`src/rtl/uart_rx_pkg.sv`:
```
package uart_rx_pkg;
  localparam int RX_DW = 8;

  typedef struct packed {
    logic [RX_DW-1:0] data;
    logic             perr;
    logic             ferr;
  } rx_char_t;
endpackage

```
`src/rtl/uart_rx_sync.sv`:
```
module uart_rx_sync #(
  parameter int STAGES = 2
) (
  input  logic clk,
  input  logic rst,
  input  logic din,
  output logic dout
);
  logic [STAGES-1:0] q;

  always_ff @(posedge clk) begin
    if (rst) q <= '1;
    else     q <= {q[STAGES-2:0], din};
  end

  assign dout = q[STAGES-1];
endmodule

```
`src/rtl/uart_rx_frame.sv`:
```
module uart_rx_frame
  import uart_rx_pkg::*;
#(
  parameter int OS = 16
) (
  input  logic     clk,
  input  logic     rst,
  input  logic     en,
  input  logic     tick,
  input  logic     line,
  input  logic     dbl,
  input  logic     par_en,
  input  logic     par_odd,
  output logic     push,
  output rx_char_t push_char
);
  localparam int CW = $clog2(OS) + 1;
  localparam int BW = (RX_DW > 1) ? $clog2(RX_DW) : 1;

  typedef enum logic [2:0] {ST_IDLE, ST_START, ST_DATA, ST_PAR, ST_STOP} st_t;

  st_t              st;
  logic [CW-1:0]    smp;
  logic [CW-1:0]    blen;
  logic [CW-1:0]    mid;
  logic [BW-1:0]    bcnt;
  logic [RX_DW-1:0] shreg;
  logic             v0, v1, vote, pbit;
  logic             dbl_l, par_l, odd_l, armed;

  // bit length follows the mode captured at the start edge
  assign blen = dbl_l ? CW'(OS / 2) : CW'(OS);
  assign mid  = blen >> 1;
  assign vote = (v0 & v1) | (v0 & line) | (v1 & line);

  always_ff @(posedge clk) begin
    if (rst || !en) begin
      st    <= ST_IDLE;
      smp   <= '0;
      bcnt  <= '0;
      armed <= 1'b0;
      push  <= 1'b0;
    end else begin
      push <= 1'b0;
      if (st == ST_IDLE && line) armed <= 1'b1;
      if (tick) begin
        if (st == ST_IDLE) begin
          if (armed && !line) begin
            st    <= ST_START;
            smp   <= CW'(1);
            dbl_l <= dbl;
            par_l <= par_en;
            odd_l <= par_odd;
            armed <= 1'b0;
          end
        end else begin
          if (smp == blen - CW'(1)) smp <= '0;
          else                      smp <= smp + CW'(1);
          if (smp == mid - CW'(1)) v0 <= line;
          if (smp == mid)          v1 <= line;
          if (smp == blen - CW'(1)) begin
            case (st)
              ST_START: begin
                st   <= ST_DATA;
                bcnt <= '0;
              end
              ST_DATA: begin
                if (bcnt == BW'(RX_DW - 1)) st <= par_l ? ST_PAR : ST_STOP;
                else                        bcnt <= bcnt + BW'(1);
              end
              ST_PAR:  st <= ST_STOP;
              default: ;
            endcase
          end
          if (smp == mid + CW'(1)) begin
            case (st)
              ST_START: if (vote) st <= ST_IDLE;
              ST_DATA:  shreg <= {vote, shreg[RX_DW-1:1]};
              ST_PAR:   pbit <= vote;
              ST_STOP: begin
                push      <= 1'b1;
                push_char <= '{data: shreg,
                               perr: par_l & (^shreg ^ pbit ^ odd_l),
                               ferr: ~vote};
                st        <= ST_IDLE;
              end
              default: ;
            endcase
          end
        end
      end
    end
  end


  abort_idle_chk: assert property (@(posedge clk) disable iff (rst)
    !en |=> (st == ST_IDLE) && !push);


  push_pulse_chk: assert property (@(posedge clk) disable iff (rst)
    push |=> !push);
endmodule

```
`src/rtl/uart_rx_fifo.sv`:
```
module uart_rx_fifo
  import uart_rx_pkg::*;
#(
  parameter int DEPTH = 2
) (
  input  logic             clk,
  input  logic             rst,
  input  logic             en,
  input  logic             push,
  input  rx_char_t         din,
  input  logic             rd,
  output logic [RX_DW-1:0] dout,
  output logic             dout_perr,
  output logic             dout_ferr,
  output logic             avail,
  output logic             ovr
);
  localparam int AW = (DEPTH > 1) ? $clog2(DEPTH) : 1;

  rx_char_t      mem [DEPTH];
  logic [AW-1:0] wr_ptr, rd_ptr;
  logic [AW:0]   cnt;
  logic          full, pop, wr_ok;
  rx_char_t      head;

  assign full  = (cnt == (AW+1)'(DEPTH));
  assign avail = (cnt != '0);
  assign pop   = rd && avail;
  assign wr_ok = push && (!full || pop);

  // storage without reset so it maps onto RAM
  always_ff @(posedge clk) begin
    if (wr_ok) mem[wr_ptr] <= din;
  end

  always_ff @(posedge clk) begin
    if (rst || !en) begin
      wr_ptr <= '0;
      rd_ptr <= '0;
      cnt    <= '0;
      ovr    <= 1'b0;
    end else begin
      if (wr_ok) wr_ptr <= (wr_ptr == AW'(DEPTH - 1)) ? '0 : wr_ptr + AW'(1);
      if (pop)   rd_ptr <= (rd_ptr == AW'(DEPTH - 1)) ? '0 : rd_ptr + AW'(1);
      case ({wr_ok, pop})
        2'b10:   cnt <= cnt + (AW+1)'(1);
        2'b01:   cnt <= cnt - (AW+1)'(1);
        default: ;
      endcase
      if (push && !wr_ok) ovr <= 1'b1;
    end
  end

  assign head      = mem[rd_ptr];
  assign dout      = avail ? head.data : '0;
  assign dout_perr = avail & head.perr;
  assign dout_ferr = avail & head.ferr;


  cnt_bound_chk: assert property (@(posedge clk) disable iff (rst)
    cnt <= (AW+1)'(DEPTH));


  pop_one_chk: assert property (@(posedge clk) disable iff (rst)
    en && pop && !push |=> cnt == $past(cnt) - (AW+1)'(1));


  ovr_set_chk: assert property (@(posedge clk) disable iff (rst)
    en && push && full && !rd |=> ovr);


  flush_chk: assert property (@(posedge clk) disable iff (rst)
    !en |=> !avail && !ovr);
endmodule

```
`src/rtl/uart_rx_top.sv`:
```
module uart_rx_top
  import uart_rx_pkg::*;
#(
  parameter int OS          = 16,
  parameter int DEPTH       = 2,
  parameter int SYNC_STAGES = 2
) (
  input  logic             clk,
  input  logic             rst,
  input  logic             baud_tick,
  input  logic             rxd,
  input  logic             rx_en,
  input  logic             dbl_speed,
  input  logic             par_en,
  input  logic             par_odd,
  input  logic             rd_en,
  output logic [RX_DW-1:0] rx_data,
  output logic             rx_avail,
  output logic             rx_perr,
  output logic             rx_ferr,
  output logic             rx_ovr
);
  logic     line_s;
  logic     push;
  rx_char_t push_char;

  uart_rx_sync #(.STAGES(SYNC_STAGES)) u_sync (
    .clk  (clk),
    .rst  (rst),
    .din  (rxd),
    .dout (line_s)
  );

  uart_rx_frame #(.OS(OS)) u_frame (
    .clk       (clk),
    .rst       (rst),
    .en        (rx_en),
    .tick      (baud_tick),
    .line      (line_s),
    .dbl       (dbl_speed),
    .par_en    (par_en),
    .par_odd   (par_odd),
    .push      (push),
    .push_char (push_char)
  );

  uart_rx_fifo #(.DEPTH(DEPTH)) u_fifo (
    .clk       (clk),
    .rst       (rst),
    .en        (rx_en),
    .push      (push),
    .din       (push_char),
    .rd        (rd_en),
    .dout      (rx_data),
    .dout_perr (rx_perr),
    .dout_ferr (rx_ferr),
    .avail     (rx_avail),
    .ovr       (rx_ovr)
  );
endmodule

```
`config.mk`:
```
export PLATFORM = sky130hd
export DESIGN_NAME = uart_rx_top
export DESIGN_NICKNAME = d
export VERILOG_FILES = /design/src/rtl/uart_rx_pkg.sv /design/src/rtl/uart_rx_sync.sv /design/src/rtl/uart_rx_frame.sv /design/src/rtl/uart_rx_fifo.sv /design/src/rtl/uart_rx_top.sv
export SDC_FILE = /design/constraint.sdc
export NUM_CORES = 1
export LEC_CHECK = 0
export BUFFER_PORTS_ARGS = -buffer_cell sky130_fd_sc_hd__buf_2
export CORE_UTILIZATION = 30
export CTS_CLUSTER_SIZE = 8
export DETAILED_ROUTE_END_ITERATION = 7
export PLACE_DENSITY = 0.49
export REMOVE_ABC_BUFFERS = 1
export SKIP_CTS_REPAIR_TIMING = 1
export SKIP_LAST_GASP = 1
export SYNTH_ARGS = -nofsm -noshare
export SYNTH_HDL_FRONTEND = slang
export SYNTH_SLANG_ARGS = --single-unit
```
`constraint.sdc`:
```
create_clock -name clk -period 2.91 [get_ports clk]
set_clock_uncertainty 0.05 [all_clocks]
set_input_delay 0.291 -clock clk [delete_from_list [all_inputs] [get_ports clk]]
set_output_delay 0.291 -clock clk [all_outputs]
set_load 0.1 [all_outputs]
```
; ---- Word level (Yosys, flattened, before mapping)
; Memory sizes are Yosys's and may differ from the RTL's. A register that Yosys moved wholly into a read port is not among the register bits.
; Index checks and enable logic that the tools add are counted.
[totals]
register_bits = 44
latch_bits = 0
ram_bits = 20
mem_bits_ro = 0
inputBits = 9
elab_cells = 112
n_memories = 1
[mem_list]
columns = name, words, width, rd, rd_clocked_by_memory_dff, write_ports, line_no
row1 = u_fifo.mem, 2, 10, 1, 1, 1, uart_rx_fifo.sv:20  ; rx_char_t mem [DEPTH];
[op_classes]
add_sub_neg = 9
n_mul = 0
n_div = 0
magnitude_cmp = 0
n_eq_ne = 14
shifts = 0
n_mux = 28
n_bitwise = 15
reduce_logical = 25
[ops]
columns = operator, count
row1 = $mux W3, 8
row2 = $mux W5, 4
row3 = $reduce_and A5 Y1, 4
row4 = $eq A5 B5 Y1, 3
row5 = $pmux W3 S2, 2
row6 = $reduce_and A4 Y1, 3
row7 = $mux W1, 11
row8 = $pmux W3 S3, 1
row9 = $mux W8, 1
row10 = $reduce_xor A8 Y1, 1
row11 = $and A1 B1 Y1, 6
row12 = $eq A3 B2 Y1 const B, 2
row13 = $eq A3 B3 Y1 const B, 2
row14 = $reduce_bool A2 Y1, 3
row15 = $add A4 B1 Y5 const B, 1
row16 = $add A5 B1 Y5 const B, 1
row17 = $eq A5 B4 Y1, 1
row18 = $logic_and A1 B1 Y1, 5
row19 = $not A1 Y1, 5
row20 = $sub A4 B1 Y5 const B, 1
row21 = $sub A5 B1 Y5 const B, 1
row22 = $eq A2 B2 Y1 const B, 2
row23 = $logic_not A1 Y1, 4
row24 = $ne A2 B2 Y1 const B, 2
row25 = 13 further kinds, 17

; ---- Longest topological paths before layout
[logic_depth]
depth_word = 8
ltp_mapped = 6
ltp_nobuf = 6

; ---- Hierarchy
; A second synthesis with hierarchy kept.
[hier_totals]
hier_cells = 228
area_unflattened_um2 = 2846.5
[modules_own_cells]
columns = module, n_inst, cells_each, area_per_inst_um2, seq_area_each_um2
row1 = uart_rx_frame, 1, 150, 1779.2, 980.9
row2 = uart_rx_fifo, 1, 74, 1014.7, 720.7
row3 = uart_rx_sync, 1, 4, 52.6, 40.0

; ---- Least setup slack after synthesis
; OpenSTA, ideal clock, no wires.
[synth_timing]
kind = flip-flop to output port
from = reg u_fifo.cnt[0]
to = out rx_data[0]
arrival_time_ps = 1932
required_time_ps = 2569
setup_slack_ps = 637
path_stages_with_launch = 4
path_buffers = 1
cell_sequence = dfxtp_1 nor2_1 clkbuf_1 nor2_1
[synth_between]
elab_chain_cells = 2
[synth_lines]
columns = item, line_no
row1 = "start, declared", uart_rx_fifo.sv:22  ; logic [AW:0] cnt;
row2 = "start signal, assigned", uart_rx_fifo.sv:46  ; 2'b10: cnt <= cnt + (AW+1)'(1);
row3 = "start signal, assigned", uart_rx_fifo.sv:47  ; 2'b01: cnt <= cnt - (AW+1)'(1);
row4 = $reduce_bool A2 Y1, uart_rx_fifo.sv:27  ; assign avail = (cnt != '0);
row5 = $mux W8, uart_rx_fifo.sv:55  ; assign dout = avail ? head.data : '0;
row6 = "end, declared", uart_rx_top.sv:17  ; output logic [RX_DW-1:0] rx_data,
; Every way passes these cells.

; ---- Final worst setup path
[layout_timing]
from = reg u_frame.smp[3]
to = reg u_frame.push_char[0] (netlist name)
[layout_between]
elab_chain_cells = 2
[layout_lines]
columns = item, line_no
row1 = "start, declared", uart_rx_frame.sv:23  ; logic [CW-1:0] smp;
row2 = "start signal, assigned", uart_rx_frame.sv:58  ; else smp <= smp + CW'(1);
row3 = $eq A5 B5 Y1, uart_rx_frame.sv:75  ; if (smp == mid + CW'(1)) begin
row4 = $reduce_and A5 Y1 (no line), n/a
; Every way passes these cells.
; A chain may end at the register's enable or synchronous reset.

==> run metrics <==
pre-CTS WS 0.779 ns; CTS sink cnt 65; Max Freq 472 MHz; via count 1694; slowest stage delay, CP 0.49 ns; I/O pin count 21; die area 9750 um2; count of different cell masters after synthesis 46; status finished, final reports clean; CP arrival 2.11 ns; Crit Path Max Fanout 10; Area after DPL 3020 um2; clock buffer depth 2; area of the core 8890 um2; initial antenna violation count 0; Total GRT Usage 0.110; slowest CP cell dfxtp_1; CTS Buf Count 9; asr flop ratio synth 0; crit share post-route 0.728; vias in the first global route 1686; routed len/inst 13.6 um; Ys Warns 0; Post-route DRC 0; Fillers 886; Starting Density 0.316; cell mode on critical path nor4b_2; CTS tree built; Primary FF master, synth edfxtp_1; GP Congestion 0.795; num rows 34; P per Cell Area 551 nW/um2; post-route cell area 3220 um2; clock latency on the worst-skew pair 0.35 ns; Via density 4.75; Clock transition at path regs 0.08 ns; Syn Std Cell Area 2810 um2; crit path launch type flop; Fin. Hold Viols 0; Max-cap violations 0; worst path buffer plus inverter count 1; sequential-to-total area share from yosys stat 0.620; delay-heaviest family, CP simple AND/OR/NAND/NOR gates; syn_area_per_cell 12.8 um2; diodes inserted 0; worst setup margin 0.793 ns; WHS Endpoint u_sync.q[0]; crit-path cells nor3b_1, nor2_1, nor4b_2, nor4b_2, buf_4; fin cells 357; R2R depth 5; Post-Synthesis Cells 220; setup TNS 0 ns; Critical Path RT 2.90 ns; max_slew headroom 0.515; CTS root buffer clkbuf_8; Hold Path Stages 2; Hold Crit Start rxd; min-delay worst type in2reg; # placed instances 341; Nets 259; Layout area overhead 14.7%; hpwl dp 3410 um; Final ANT Viol Nets 0; H-Tree Level Count 3; Final setup violation count 0; post-synth top area share 0.470; worst vdd ir 0.232 mV; die height 98.8 um; biggest area consumer among synthesized cells edfxtp_1; register-to-register setup slack 0.79 ns; first-pass GRT wire length 8140 um; Routed WL 4850 um; Crit Path Class reg2reg; initial DRC count 88; Synth Register Bits 65; P_leak 1.11 nW; # port buffers 20; clock period minus worst slack 2.12 ns; beginning of the worst register-to-register path u_frame.smp[3]; gr ovfl total 0; Slew Limit Fails 0; largest net degree at the start of global routing 16; layout cells sized above 1 0.189; worst-margin pin slew 0.725 ns; RSZ-0062 raised after global routing false; DR pass1 iterations 4; crit end category flop; Die W 98.8 um; Area contributors post-synth edfxtp_1 (47%), dfxtp_1 (15%), xnor2_1 (4.4%); number of synthesized flops with an enable pin 44; worst r2r dst u_frame.push_char[0]
[report_power, final]
part | switching, W | internal [W]
clock network | 0.000373 | 0.000402
registers | 0.00000192 | 0.000976
logic | 0.0000131 | 0.00000788
total | 0.000388 | 0.00139
[cell usage after synthesis (3+ instances only)]
cell type / count
a21oi_1: 7
nor2b_1: 6
buf_2: 3
a22o_1: 3
ha_1: 6
inv_1: 7
o211ai_1: 4
dfxtp_1: 21
nor3b_1: 4
nand3_1: 5
nor4b_2: 3
xnor2_1: 14
edfxtp_1: 44
mux2i_1: 10
nand2b_1: 5
clkbuf_1: 6
or2_2: 3
nor2_1: 25
nand2_1: 3
o21ai_0: 5
[cell usage in the layout, fill, tap and decap left out, types with 2 or more instances in the layout]
| cell type | count |
|---|---|
| o211a_1 | 2 |
| a21oi_1 | 7 |
| nor4b_2 | 3 |
| nand2_1 | 3 |
| xnor2_1 | 14 |
| ha_1 | 6 |
| nor3b_1 | 4 |
| nor4_1 | 2 |
| buf_4 | 3 |
| inv_1 | 7 |
| nand4b_1 | 2 |
| nor2b_1 | 6 |
| xor2_1 | 2 |
| clkbuf_8 | 9 |
| and2_1 | 2 |
| clkinv_4 | 2 |
| nand2b_1 | 5 |
| or2_2 | 3 |
| inv_6 | 2 |
| mux2i_1 | 10 |
| nand4_1 | 2 |
| a22oi_1 | 2 |
| a22o_1 | 3 |
| a31oi_1 | 2 |
| nand3_1 | 5 |
| o211ai_1 | 4 |
| or3_1 | 2 |
| nor3_1 | 2 |
| buf_2 | 20 |
| dfxtp_1 | 21 |
| edfxtp_1 | 44 |
| nor2_1 | 25 |
| o21ai_0 | 5 |
[routing by layer]
metal / vias to the layer above / part of all wire / global-route usage
li1: 856 / - / -
met1: 803 / 0.48 / 0.134
met2: 29 / 0.47 / 0.178
met3: 6 / 0.038 / 0.0426
met4: 0 / 0.014 / 0.0413
met5: - / 0 / 0
[how the worst max path moves through the flow]
stage | start | end | slack, ns | cells after the start
after floorplan | flop | rx_data[0] | 0.59 | 2
after global placement | u_frame.smp[3] | u_frame.push_char[4] | 0.85 | 5
after detailed placement | u_fifo.cnt[0] | u_fifo.cnt[1] | 0.78 | 5
after CTS | u_fifo.cnt[0] | u_fifo.cnt[1] | 0.76 | 5
after global routing | u_fifo.cnt[0] | u_fifo.cnt[1] | 0.61 | 5
final | u_frame.smp[3] | u_frame.push_char[0] | 0.79 | 5
[state kept, by name, summed over array words and instances, names as in the netlist, named ones only]
name,count
u_fifo.cnt,2
u_fifo.mem,20
u_fifo.ovr,1
u_fifo.rd_ptr,1
u_fifo.wr_ptr,1
u_frame.bcnt,3
u_frame.dbl_l,1
u_frame.odd_l,1
u_frame.par_l,1
u_frame.pbit,1
u_frame.push,1
u_frame.push_char,10
u_frame.shreg,8
u_frame.smp,5
u_frame.st,3
u_frame.v0,1
u_frame.v1,1
u_sync.q,2
[area by class of cell]
class,instances,area [um2],share of cell area
sequential,65,1740,0.540
multi-input combinational,138,996,0.309
inverter,7,26.3,0.00815
clock inverter,7,77.6,0.0241
clock buffer,9,124,0.0384
tap,108,135,0.0419
timing repair buffer,23,123,0.0380
[through the flow]
| step | utilization | power [W] | hold WS [ns] |
|---|---|---|---|
| 2_1_floorplan | - | 0.00101 | 0.339 |
| 3_3_place_gp | 0.340 | 0.00102 | 0.345 |
| 3_5_place_dp | 0.340 | 0.00102 | 0.343 |
| 4_1_cts | 0.363 | 0.00180 | 0.0590 |
| 5_1_grt | 0.363 | 0.00183 | 0.0624 |
| 6_report | 0.363 | 0.00177 | 0.0702 |
[cell families after synthesis]
family	synth area share
XOR/XNOR	0.0579
buffers and inverters	0.0254
adder cells (fa/ha/maj)	0.0267
multiplexers	0.0356
flip-flops	0.620
AND/OR/NAND/NOR	0.154
AO/OA/AOI/OAI	0.0802
No activity file was read; power rests on OpenSTA's default activity.
